--- config.mk ---
export PLATFORM = sky130hd
export DESIGN_NAME = spi_fifo_master
export DESIGN_NICKNAME = d
export VERILOG_FILES = /design/src/rtl/spim_pkg.sv /design/src/rtl/spim_fifo.sv /design/src/rtl/spim_clkdiv.sv /design/src/rtl/spim_engine.sv /design/src/rtl/spi_fifo_master.sv
export SDC_FILE = /design/constraint.sdc
export NUM_CORES = 1
export LEC_CHECK = 0
export BUFFER_PORTS_ARGS = -buffer_cell sky130_fd_sc_hd__buf_2
export CAP_MARGIN = 20
export CORE_MARGIN = 2
export CORE_UTILIZATION = 48
export DETAILED_ROUTE_END_ITERATION = 12
export GPL_ROUTABILITY_DRIVEN = 0
export PLACE_DENSITY = 0.64
export SLEW_MARGIN = 0
export SYNTH_ARGS = -nofsm -noshare
export SYNTH_HDL_FRONTEND = slang
export SYNTH_SLANG_ARGS = --single-unit
--- constraint.sdc ---
create_clock -name clk_i -period 4.05 [get_ports clk_i]
set_input_delay 0.6075 -clock clk_i [delete_from_list [all_inputs] [get_ports clk_i]]
set_output_delay 0.6075 -clock clk_i [all_outputs]
set_load 0.005 [all_outputs]
--- src/rtl/spim_pkg.sv ---
package spim_pkg;
  typedef enum logic [1:0] {
    ST_IDLE = 2'd0,
    ST_RUN  = 2'd1,
    ST_GAP  = 2'd2,
    ST_HOLD = 2'd3
  } spim_state_e;

  localparam int unsigned FRAME_BITS = 8;
  localparam int unsigned EDGES      = 2 * FRAME_BITS;
endpackage

--- src/rtl/spim_fifo.sv ---
module spim_fifo #(
  parameter int unsigned WIDTH = 8,
  parameter int unsigned DEPTH = 8
) (
  input  logic             clk_i,
  input  logic             rst_ni,
  input  logic             wr_i,
  input  logic [WIDTH-1:0] wr_data_i,
  input  logic             rd_i,
  output logic [WIDTH-1:0] rd_data_o,
  output logic             full_o,
  output logic             empty_o
);
  localparam int unsigned AW = (DEPTH > 1) ? $clog2(DEPTH) : 1;
  localparam int unsigned CW = $clog2(DEPTH + 1);

  logic [WIDTH-1:0] mem_q [DEPTH];
  logic [AW-1:0]    wp_q, rp_q;
  logic [CW-1:0]    cnt_q;
  logic             do_wr, do_rd;

  assign full_o    = (cnt_q == CW'(DEPTH));
  assign empty_o   = (cnt_q == '0);
  assign do_wr     = wr_i && !full_o;
  assign do_rd     = rd_i && !empty_o;
  assign rd_data_o = mem_q[rp_q];

  always_ff @(posedge clk_i or negedge rst_ni) begin
    if (!rst_ni) begin
      wp_q  <= '0;
      rp_q  <= '0;
      cnt_q <= '0;
    end else begin
      if (do_wr) wp_q <= (wp_q == AW'(DEPTH - 1)) ? '0 : wp_q + 1'b1;
      if (do_rd) rp_q <= (rp_q == AW'(DEPTH - 1)) ? '0 : rp_q + 1'b1;
      case ({do_wr, do_rd})
        2'b10:   cnt_q <= cnt_q + 1'b1;
        2'b01:   cnt_q <= cnt_q - 1'b1;
        default: cnt_q <= cnt_q;
      endcase
    end
  end

  always_ff @(posedge clk_i) begin
    if (do_wr) mem_q[wp_q] <= wr_data_i;
  end

  a_r9_count_bound: assert property (@(posedge clk_i) disable iff (!rst_ni)
    cnt_q <= CW'(DEPTH));
  a_r9_full_kept: assert property (@(posedge clk_i) disable iff (!rst_ni)
    (full_o && !rd_i) |=> full_o);
endmodule

--- src/rtl/spim_clkdiv.sv ---
module spim_clkdiv #(
  parameter int unsigned DIV_W = 8
) (
  input  logic             clk_i,
  input  logic             rst_ni,
  input  logic             run_i,
  input  logic [DIV_W-1:0] div_i,
  output logic             tick_o
);
  localparam int unsigned HW = DIV_W - 1;

  logic [HW-1:0] half, cnt_q;

  // odd values round down, anything under 2 behaves as 2
  assign half   = (div_i[DIV_W-1:1] == '0) ? HW'(1) : div_i[DIV_W-1:1];
  assign tick_o = run_i && (cnt_q == half - 1'b1);

  always_ff @(posedge clk_i or negedge rst_ni) begin
    if (!rst_ni)            cnt_q <= '0;
    else if (!run_i || tick_o) cnt_q <= '0;
    else                    cnt_q <= cnt_q + 1'b1;
  end

  a_r3_cnt_in_range: assert property (@(posedge clk_i) disable iff (!rst_ni)
    run_i |-> (cnt_q < half));
endmodule

--- src/rtl/spim_engine.sv ---
module spim_engine
  import spim_pkg::*;
(
  input  logic       clk_i,
  input  logic       rst_ni,
  input  logic [1:0] mode_i,
  input  logic       tick_i,
  input  logic       tx_empty_i,
  input  logic [7:0] tx_data_i,
  output logic       tx_pop_o,
  output logic       rx_push_o,
  output logic [7:0] rx_data_o,
  output logic       run_o,
  output logic       busy_o,
  output logic       sclk_o,
  output logic       mosi_o,
  output logic       cs_no,
  input  logic       miso_i
);
  spim_state_e st_q;
  logic [3:0]  edge_q;
  logic [7:0]  sh_q, rx_sh_q;
  logic        cpha_q, gap_q, sclk_q, mosi_q, cs_q, was_idle_q;
  logic        last_edge, lead, sample, load;

  assign last_edge = (edge_q == 4'(EDGES - 1));
  assign lead      = !edge_q[0];
  assign sample    = lead ^ cpha_q;

  always_comb begin
    load = 1'b0;
    unique case (st_q)
      ST_IDLE: load = !tx_empty_i;
      ST_RUN:  load = tick_i && last_edge && cpha_q && !tx_empty_i;
      ST_GAP:  load = tick_i && gap_q && !tx_empty_i;
      default: load = 1'b0;
    endcase
  end

  assign tx_pop_o  = load;
  assign rx_push_o = (st_q == ST_RUN) && tick_i && last_edge;
  assign rx_data_o = cpha_q ? {rx_sh_q[6:0], miso_i} : rx_sh_q;
  assign run_o     = (st_q != ST_IDLE);
  assign busy_o    = run_o;
  assign sclk_o    = sclk_q;
  assign mosi_o    = mosi_q;
  assign cs_no     = cs_q;

  always_ff @(posedge clk_i or negedge rst_ni) begin
    if (!rst_ni) begin
      st_q    <= ST_IDLE;
      edge_q  <= '0;
      sh_q    <= '0;
      rx_sh_q <= '0;
      cpha_q  <= 1'b0;
      gap_q   <= 1'b0;
      sclk_q  <= 1'b0;
      mosi_q  <= 1'b0;
      cs_q    <= 1'b1;
    end else begin
      unique case (st_q)
        ST_IDLE: begin
          sclk_q <= mode_i[1];
          cs_q   <= 1'b1;
          cpha_q <= mode_i[0];
        end
        ST_RUN: if (tick_i) begin
          sclk_q <= ~sclk_q;
          edge_q <= edge_q + 1'b1;
          if (sample) begin
            rx_sh_q <= {rx_sh_q[6:0], miso_i};
          end else if (!(last_edge && !cpha_q)) begin
            mosi_q <= cpha_q ? sh_q[7] : sh_q[6];
            sh_q   <= {sh_q[6:0], 1'b0};
          end
          if (last_edge) begin
            if (!cpha_q) begin
              cs_q  <= 1'b1;
              gap_q <= 1'b0;
              st_q  <= ST_GAP;
            end else if (tx_empty_i) begin
              st_q <= ST_HOLD;
            end
          end
        end
        ST_GAP: if (tick_i) begin
          gap_q <= 1'b1;
          if (gap_q && tx_empty_i) st_q <= ST_IDLE;
        end
        ST_HOLD: if (tick_i) begin
          cs_q <= 1'b1;
          st_q <= ST_IDLE;
        end
        default: st_q <= ST_IDLE;
      endcase
      // a queued byte starts a frame; the phase is taken only when leaving idle
      if (load) begin
        st_q   <= ST_RUN;
        edge_q <= '0;
        cs_q   <= 1'b0;
        sh_q   <= tx_data_i;
        if (st_q == ST_IDLE ? !mode_i[0] : !cpha_q) mosi_q <= tx_data_i[7];
      end
    end
  end

  always_ff @(posedge clk_i or negedge rst_ni) begin
    if (!rst_ni) was_idle_q <= 1'b0;
    else         was_idle_q <= (st_q == ST_IDLE);
  end

  a_r2_idle_level: assert property (@(posedge clk_i) disable iff (!rst_ni)
    (st_q == ST_IDLE && was_idle_q && $stable(mode_i)) |-> (sclk_q == mode_i[1]));
  a_r5_gap_cs_high: assert property (@(posedge clk_i) disable iff (!rst_ni)
    (st_q == ST_GAP) |-> cs_q);
  a_r6_run_cs_low: assert property (@(posedge clk_i) disable iff (!rst_ni)
    (st_q == ST_RUN) |-> !cs_q);
  a_r7_hold_ends: assert property (@(posedge clk_i) disable iff (!rst_ni)
    (st_q == ST_HOLD && tick_i) |=> (cs_q && st_q == ST_IDLE));
endmodule

--- src/rtl/spi_fifo_master.sv ---
module spi_fifo_master #(
  parameter int unsigned DIV_W    = 8,
  parameter int unsigned TX_DEPTH = 8,
  parameter int unsigned RX_DEPTH = 8
) (
  input  logic             clk_i,
  input  logic             rst_ni,
  input  logic [1:0]       mode_i,
  input  logic [DIV_W-1:0] div_i,
  input  logic [7:0]       tx_data_i,
  input  logic             tx_valid_i,
  output logic             tx_full_o,
  output logic             ovf_o,
  output logic [7:0]       rx_data_o,
  output logic             rx_valid_o,
  input  logic             rx_pop_i,
  output logic             busy_o,
  output logic             sclk_o,
  output logic             mosi_o,
  output logic             cs_no,
  input  logic             miso_i
);
  logic       tx_empty, tx_pop, rx_push, rx_empty, rx_full_unused, tick, run;
  logic [7:0] tx_head, rx_word;
  logic       ovf_q;

  spim_fifo #(.WIDTH(8), .DEPTH(TX_DEPTH)) u_tx_fifo (
    .clk_i, .rst_ni,
    .wr_i(tx_valid_i), .wr_data_i(tx_data_i),
    .rd_i(tx_pop), .rd_data_o(tx_head),
    .full_o(tx_full_o), .empty_o(tx_empty)
  );

  spim_fifo #(.WIDTH(8), .DEPTH(RX_DEPTH)) u_rx_fifo (
    .clk_i, .rst_ni,
    .wr_i(rx_push), .wr_data_i(rx_word),
    .rd_i(rx_pop_i), .rd_data_o(rx_data_o),
    .full_o(rx_full_unused), .empty_o(rx_empty)
  );

  spim_clkdiv #(.DIV_W(DIV_W)) u_div (
    .clk_i, .rst_ni, .run_i(run), .div_i, .tick_o(tick)
  );

  spim_engine u_eng (
    .clk_i, .rst_ni, .mode_i, .tick_i(tick),
    .tx_empty_i(tx_empty), .tx_data_i(tx_head), .tx_pop_o(tx_pop),
    .rx_push_o(rx_push), .rx_data_o(rx_word),
    .run_o(run), .busy_o, .sclk_o, .mosi_o, .cs_no, .miso_i
  );

  assign rx_valid_o = !rx_empty;
  assign ovf_o      = ovf_q;

  always_ff @(posedge clk_i or negedge rst_ni) begin
    if (!rst_ni)                      ovf_q <= 1'b0;
    else if (tx_valid_i && tx_full_o) ovf_q <= 1'b1;
  end

  a_r9_ovf_sticky: assert property (@(posedge clk_i) disable iff (!rst_ni)
    ovf_q |=> ovf_q);
  a_r9_ovf_cause: assert property (@(posedge clk_i) disable iff (!rst_ni)
    $rose(ovf_q) |-> $past(tx_valid_i && tx_full_o));
endmodule

==> summary.txt, run 1 <==
Floorplanning
  • Horiz. Die Dim: 134 um
  • Die H: 134 um
  • Core area: 0.0166 mm2
  • I/O Pins: 38
  • # rows: 47
  • Initial Util: 0.491
  • Full die area: 0.0180 mm2

Critical path
  • CP Cell Sequence: buf_2 -> nor4_2 -> a21oi_1 -> ha_1 -> nor3b_2 -> xnor2_1 -> or2_2 -> nor4_1 -> nor2_2 -> inv_2 -> ha_1 -> xor2_1 -> ha_1 -> a21oi_1 -> xor2_1 -> nor2_1 -> xor2_1
  • CP Max Fanout: 5
  • CP top delay family: simple AND/OR/NAND/NOR gates
  • Slowest cell on crit path: nor4_1
  • Setup crit end kind: flip-flop
  • WS Path Type: input pin to flip-flop
  • Crit path arrival time: 3820 ps
  • Largest stage delay on the critical path: 450 ps
  • Critical Path Source Type: input pin
  • CP bufs+invs: 2
  • Worst EP required: 4360 ps

Global routing
  • Initial antenna violation count: 0
  • Gr usage total: 0.172
  • Gr ovfl total: 0
  • Number of global-route vias before repair: 4,781
  • Largest net degree at the start of global routing: 30
  • First-pass GRT wire length: 23,700 um

Final layout
  • Most frequent cells in the layout: 128 x edfxtp_1, 54 x dfrtp_1, 36 x mux2_2, 36 x buf_2, 32 x mux4_2
  • Area delta synth->final: 14.3%
  • Fill cell count: between 1,000 and 1,500
  • Most common cell after layout, fill and taps aside: edfxtp_1
  • # nets final: a little over 600
  • Design area: around 0.0093 mm2
  • Share of layout cells above drive strength 1: 0.299
  • # diodes: 0

STA
  • Fmax: 0.285 GHz
  • Worst Tran Pin Value: 935 ps
  • Final Critical Period: 3510 ps
  • RSZ-0062 raised after global routing: false
  • Fin. max-slew vios: 0
  • # setup viols final: 0
  • Total Neg Setup Slack: 0 ps
  • Final hold vios: 0
  • Slew headroom: 0.374
  • Setup WS post-layout: 540 ps
  • Part of the cycle the worst path needs: 0.867
  • WHS: 205 ps
  • Worst Skew: 13.9 ps

Hold path
  • Worst hold path type: input pin to async pin

Logic synthesis
  • Top_reg_cell synth: edfxtp_1
  • Net Count, Synth: 549
  • Area fraction of the dominant cell type after synthesis: 0.472
  • Gate count of the mapped netlist: 504
  • Top area cells in the synthesized netlist: edfxtp_1 47%, dfrtp_1 17%, mux4_2 8.9%
  • #FFs+latches synth: 183
  • Unique cell type count in the Yosys netlist: 59
  • Largest area contributor in the netlist: edfxtp_1
  • Synth Cell Area: 0.00814 mm2
  • Register area share after synthesis: 0.642
  • Syn_area_per_cell: 16.1 um2
  • Async SR Flop Fraction: 0.301
  • Synthesis warning total: 0
  • Post-synth EDFFs: 128

Power
  • P_leak: 3.52 nW
  • Worst vdd ir: 364 uV
  • Pwr Density: 635 mW/mm2

Detailed routing
  • Antenna-violating nets left: 0
  • Iter 0 DRT Violations: 200
  • Detailed Route WL: between 10,000 and 15,000 um
  • Total number of vias: 4,440
  • Pre-antenna DRT Iters: 4
  • DRC: 0
  • Vias per Instance: 5.56
  • Routed len/inst: 17.8 um

CTS
  • Setup Buffers After CTS: 0
  • Root buf cell: clkbuf_16
  • CTS clock-pin slew for the worst setup and hold paths: 70 ps
  • Post-CTS Resized: 0
  • CTS buffer count: 17
  • CTS Sinks: 183
  • Clock Tree Buf Depth: 2
  • Clk_lat worst skew: 430 ps
  • TritonCTS clock tree: done
  • CTS H-Tree Depth: 4
  • # hold bufs at CTS: 0

Place
  • Dpl ws: 130 ps
  • Hpwl dp: 9730 um
  • Port bufs: 36
  • Placed cell areas: 0.00874 mm2

Job
  • Max cap viols: 0

Status
  • Outcome: finished, final reports clean
==> cell type report <==
type                       instances  area [um2]  area share
sequential                       183        5220       0.561
multi-input combinational        289        2810       0.302
clock buffer                      19         433      0.0465
timing repair buffer              60         380      0.0409
tap                              220         275      0.0296
clock inverter                    12         130      0.0140
inverter                          15        56.3     0.00605
==> metal layers <==
| metal | track usage | share of wire |
|---|---|---|
| met3 | 0.0397 | 0.028 |
| met1 | 0.206 | 0.42 |
| met2 | 0.308 | 0.54 |
| met4 | 0.0538 | 0.011 |
| met5 | 0 | 0 |
==> power by group <==
group	internal (mW)	leakage, nW	total [mW]	switching [mW]
registers	2.31	1.86	2.66	0.353
logic	0.897	1.38	1.67	0.775
clock network	0.867	0.274	1.58	0.710
total	4.07	3.52	5.91	1.84
==> Yosys cell counts (3+ instances only) <==
master / number
dfrtp_1: 54
nor3_1: 22
nor2b_1: 3
mux4_2: 32
inv_1: 14
mux2i_1: 28
xnor2_1: 10
o21ai_0: 7
mux2_2: 36
a21o_1: 7
xor2_1: 11
o21a_1: 3
nor2_1: 19
and3_1: 4
nand2b_1: 11
nor4_1: 6
edfxtp_1: 128
nand3_1: 8
clkbuf_1: 12
a21oi_1: 9
nand2_1: 14
ha_1: 21
buf_1: 3
==> path summary, 6_finish.rpt <==
| path | startpoint | to | slack (ps) | cells past startpoint |
|---|---|---|---|---|
| max | div_i[3] | u_tx_fifo.cnt_q[2] | 540 | 17 |
| min | rst_ni | u_eng.sclk_o | 210 | 1 |
| max reg2reg | u_div.cnt_q[5] | u_tx_fifo.cnt_q[2] | 760 | 13 |
| min reg2reg | ovf_o | ovf_o | 460 | 1 |
| max in group asynchronous | rst_ni | u_eng.cs_no | 2980 | 2 |
| min in group clk_i | tx_valid_i | ovf_o | 430 | 2 |
==> state kept, by name, indices dropped and copies added, names as in the netlist, 2 cells and up <==
register,cells
u_rx_fifo.mem_q,64
u_rx_fifo.rp_q,3
u_eng.rx_sh_q,8
u_tx_fifo.wp_q,3
u_eng.edge_q,4
u_tx_fifo.rp_q,3
u_rx_fifo.cnt_q,4
u_eng.sh_q,8
u_rx_fifo.wp_q,3
u_div.cnt_q,7
u_eng.st_q,2
u_tx_fifo.cnt_q,4
u_tx_fifo.mem_q,64
==> per-stage QoR <==
| step | total power [mW] | instances | utilization |
|---|---|---|---|
| after floorplan | 3.88 | 504 | - |
| after global placement | 4.27 | 766 | 0.525 |
| after detailed placement | 4.40 | 767 | 0.527 |
| after CTS | 5.99 | 798 | 0.561 |
| after global routing | 6.26 | 798 | 0.561 |
| final | 5.91 | 798 | 0.561 |
==> kinds of logic after synthesis <==
group | synth area share
flip-flops | 0.642
AND/OR/NAND/NOR | 0.0738
buffers and inverters | 0.0154
adder cells (fa/ha/maj) | 0.0347
XOR/XNOR | 0.0254
multiplexers | 0.173
AO/OA/AOI/OAI | 0.0363
(Power assumes the default switching activity.)
==> run 2, diff against run 1 <==
--- a/config.mk
+++ b/config.mk
@@ -5,6 +5,7 @@
 export SDC_FILE = /design/constraint.sdc
 export NUM_CORES = 1
 export LEC_CHECK = 0
+export ABC_AREA = 1
 export BUFFER_PORTS_ARGS = -buffer_cell sky130_fd_sc_hd__buf_2
 export CAP_MARGIN = 20
 export CORE_MARGIN = 2
@@ -12,6 +13,7 @@
 export DETAILED_ROUTE_END_ITERATION = 12
 export GPL_ROUTABILITY_DRIVEN = 0
 export PLACE_DENSITY = 0.64
+export REMOVE_ABC_BUFFERS = 1
 export SLEW_MARGIN = 0
 export SYNTH_ARGS = -nofsm -noshare
 export SYNTH_HDL_FRONTEND = slang
==> run 2 against run 1 <==
Count of clock-buffer cells in the layout down 2. Wire length grew 13%. Cell area grew 1.0%. Cell count increased by 35%. Die area grew 2.6%. Critical path type unchanged. Critical endpoint is now u_rx_fifo.cnt_q[3]. Largest power group unchanged. Highest routed layer unchanged.
==> summary.txt, run 2 <==
Final layout
  • Most common cell after layout, fill and taps aside: nor2_1
  • Finished Layout Cells: ~1,100
  • # nets final: approximately 880
  • Multi-input gate area: roughly 0.0027 mm2
  • Fill cell count: between 1,000 and 1,500
  • FF/Latch Area: between 0.005 and 0.006 mm2
  • Area delta synth->final: 12.5%
  • Largest regs: u_rx_fifo.mem_q x64, u_tx_fifo.mem_q x64
  • # diodes: 0
  • Fin util: 0.547
  • Most frequent cells in the layout: 138 x nor2_1, 128 x edfxtp_1, 108 x nand2_1
  • Share of layout cells above drive strength 1: 0.138
  • Design area: 0.00940 mm2

Critical path
  • WS Path Type: input pin to flip-flop
  • Reg2reg start: u_eng.cpha_q
  • Worst EP required: 4380 ps
  • CP Max Fanout: 6
  • R2r worst-path depth: 14
  • Setup crit end kind: flip-flop
  • R2R Path End: u_tx_fifo.cnt_q[2]
  • Crit path arrival time: 3790 ps
  • Critical Path Source Type: input pin
  • Setup crit start: div_i[3]
  • Flop2flop setup slack: around 1100 ps

STA
  • Final Critical Period: roughly 3500 ps
  • # setup viols final: 0
  • Slew headroom: 0.329
  • Fin. max-slew vios: 0
  • Total Neg Setup Slack: 0 ps
  • Worst Skew: roughly 6.8 ps
  • Worst Tran Pin Value: 996 ps
  • Setup WS post-layout: 592 ps
  • Part of the cycle the worst path needs: 0.854
  • RSZ-0062 raised after global routing: false
  • Final hold vios: 0
  • WHS: 296 ps
  • Fmax: 0.289 GHz

Logic synthesis
  • Synthesis warning total: 0
  • Register area share after synthesis: 0.625
  • #FFs+latches synth: roughly 180
  • Async SR Flop Fraction: 0.301
  • Area fraction of the dominant cell type after synthesis: 0.460
  • Syn_area_per_cell: ~10 um2
  • Post-synth EDFFs: approximately 130
  • Largest area contributor in the netlist: edfxtp_1
  • Unique cell type count in the Yosys netlist: 47
  • Synth Cell Area: 0.00836 mm2
  • Top area cells in the synthesized netlist: edfxtp_1 46%, dfrtp_1 16%, nor2_1 6.2%
  • Top_reg_cell synth: edfxtp_1
  • Gate count of the mapped netlist: 796
  • Most common cell in the netlist: nor2_1
  • Commonest cells in the netlist: 138 x nor2_1, 128 x edfxtp_1, 108 x nand2_1

Detailed routing
  • DRC: 0
  • Total number of vias: 5,681
  • Iter 0 DRT Violations: 383
  • Vias per Instance: 5.28
  • Detailed Route WL: 16,100 um
  • Routed len/inst: 15.0 um
  • Pre-antenna DRT Iters: 5
  • Antenna-violating nets left: 0

Power
  • Pwr Density: 577 mW/mm2
  • P_leak: ~3.8 nW
  • Worst vdd ir: 442 uV
  • Power, Total: roughly 5.4 mW

Global routing
  • Number of global-route vias before repair: 5,639
  • Largest net degree at the start of global routing: 56
  • First-pass GRT wire length: 27,000 um
  • Gr usage total: 0.190
  • Gr ovfl total: 0
  • Initial antenna violation count: 0

Job
  • Max cap viols: 0

Place
  • Placed instance count: between 1,000 and 1,500
  • Port bufs: 36
  • Dpl ws: roughly 160 ps
  • Placed cell areas: just under 0.009 mm2
  • Hpwl dp: 10,600 um

CTS
  • Post-CTS Resized: 0
  • Clock Tree Buf Depth: 2
  • # hold bufs at CTS: 0
  • Clk_lat worst skew: 440 ps
  • CTS buffer count: 17
  • CTS clock-pin slew for the worst setup and hold paths: 70 ps
  • CTS Sinks: 183
  • Setup Buffers After CTS: 0
  • TritonCTS clock tree: done
  • CTS H-Tree Depth: 4
  • Root buf cell: clkbuf_16

Floorplanning
  • Horiz. Die Dim: 136 um
  • Die H: around 140 um
  • Initial Util: 0.486
  • Core area: ~0.017 mm2
  • # rows: 48
  • Full die area: 0.0185 mm2
  • I/O Pins: 38

Hold path
  • Worst hold path type: input pin to async pin

Status
  • Outcome: finished, final reports clean
[run 2: cell types whose count changed after synthesis, moves of 11 or more]
cell | previous run | this run
mux2i_1 | 28 | 0
nand2_1 | 14 | 108
o21ai_0 | 7 | 102
nand3_1 | 8 | 29
mux4_2 | 32 | 0
inv_1 | 14 | 68
a31oi_1 | 2 | 13
nor2_1 | 19 | 138
mux2_2 | 36 | 0
nor3_1 | 22 | 5
nand2b_1 | 11 | 0
[run 2: worst max-delay path by stage]
| stage | endpoint | cells after the start |
|---|---|---|
| 2_1_floorplan | u_rx_fifo.cnt_q[3] | 22 |
| 3_3_place_gp | u_rx_fifo.cnt_q[3] | 25 |
| 3_5_place_dp | u_rx_fifo.cnt_q[3] | 25 |
| 4_1_cts | u_rx_fifo.cnt_q[3] | 25 |
| 5_1_grt | u_rx_fifo.cnt_q[3] | 25 |
| 6_report | u_rx_fifo.cnt_q[3] | 25 |
[run 2: final cells by class]
cell class | count | area share
clock buffer | 17 | 0.0453
clock inverter | 15 | 0.0204
inverter | 73 | 0.0292
multi-input combinational | 512 | 0.289
sequential | 183 | 0.556
tap | 225 | 0.0300
timing repair buffer | 50 | 0.0304
[run 2: per-layer routing]
metal  global-route usage  share of wire
met5                    0              0
met3               0.0406          0.036
met4               0.0619          0.016
met2                0.336           0.51
met1                0.232           0.44
[run 2: power breakdown]
part           switching, mW  internal, mW  total (mW)
Sequential             0.185          2.28        2.47
Clock                  0.733         0.986        1.72
Combinational          0.781         0.460        1.24
[run 2: kinds of logic after synthesis]
| group | after synthesis | share of synthesized area |
|---|---|---|
| buffers and inverters | 101 | 0.0499 |
| AOI/OAI and AO/OA | 164 | 0.116 |
| DFF | 183 | 0.625 |
| adders and majority gates | 22 | 0.0338 |
| and+or+nand+nor | 312 | 0.161 |
| xor gates and xnor gates | 14 | 0.0147 |
[run 2: critical path, stage by stage]
cell and delay [ps]:
buf_2 130, nor2_4 170, nand3_2 130, nand2_2 110
inv_2 50, ha_1 250, nand2_1 120, nand2_1 70
nand2_1 50, nand3_1 70, nor2_2 120, nand3_2 110
nor2_2 160, nand2_2 100, nor2_4 130, nand3_4 110
ha_1 240, ha_1 330, nand2_1 70, nor2_1 40
a211oi_1 240, nor2_1 70, nor2_1 90, nand2_1 60
xor2_1 130
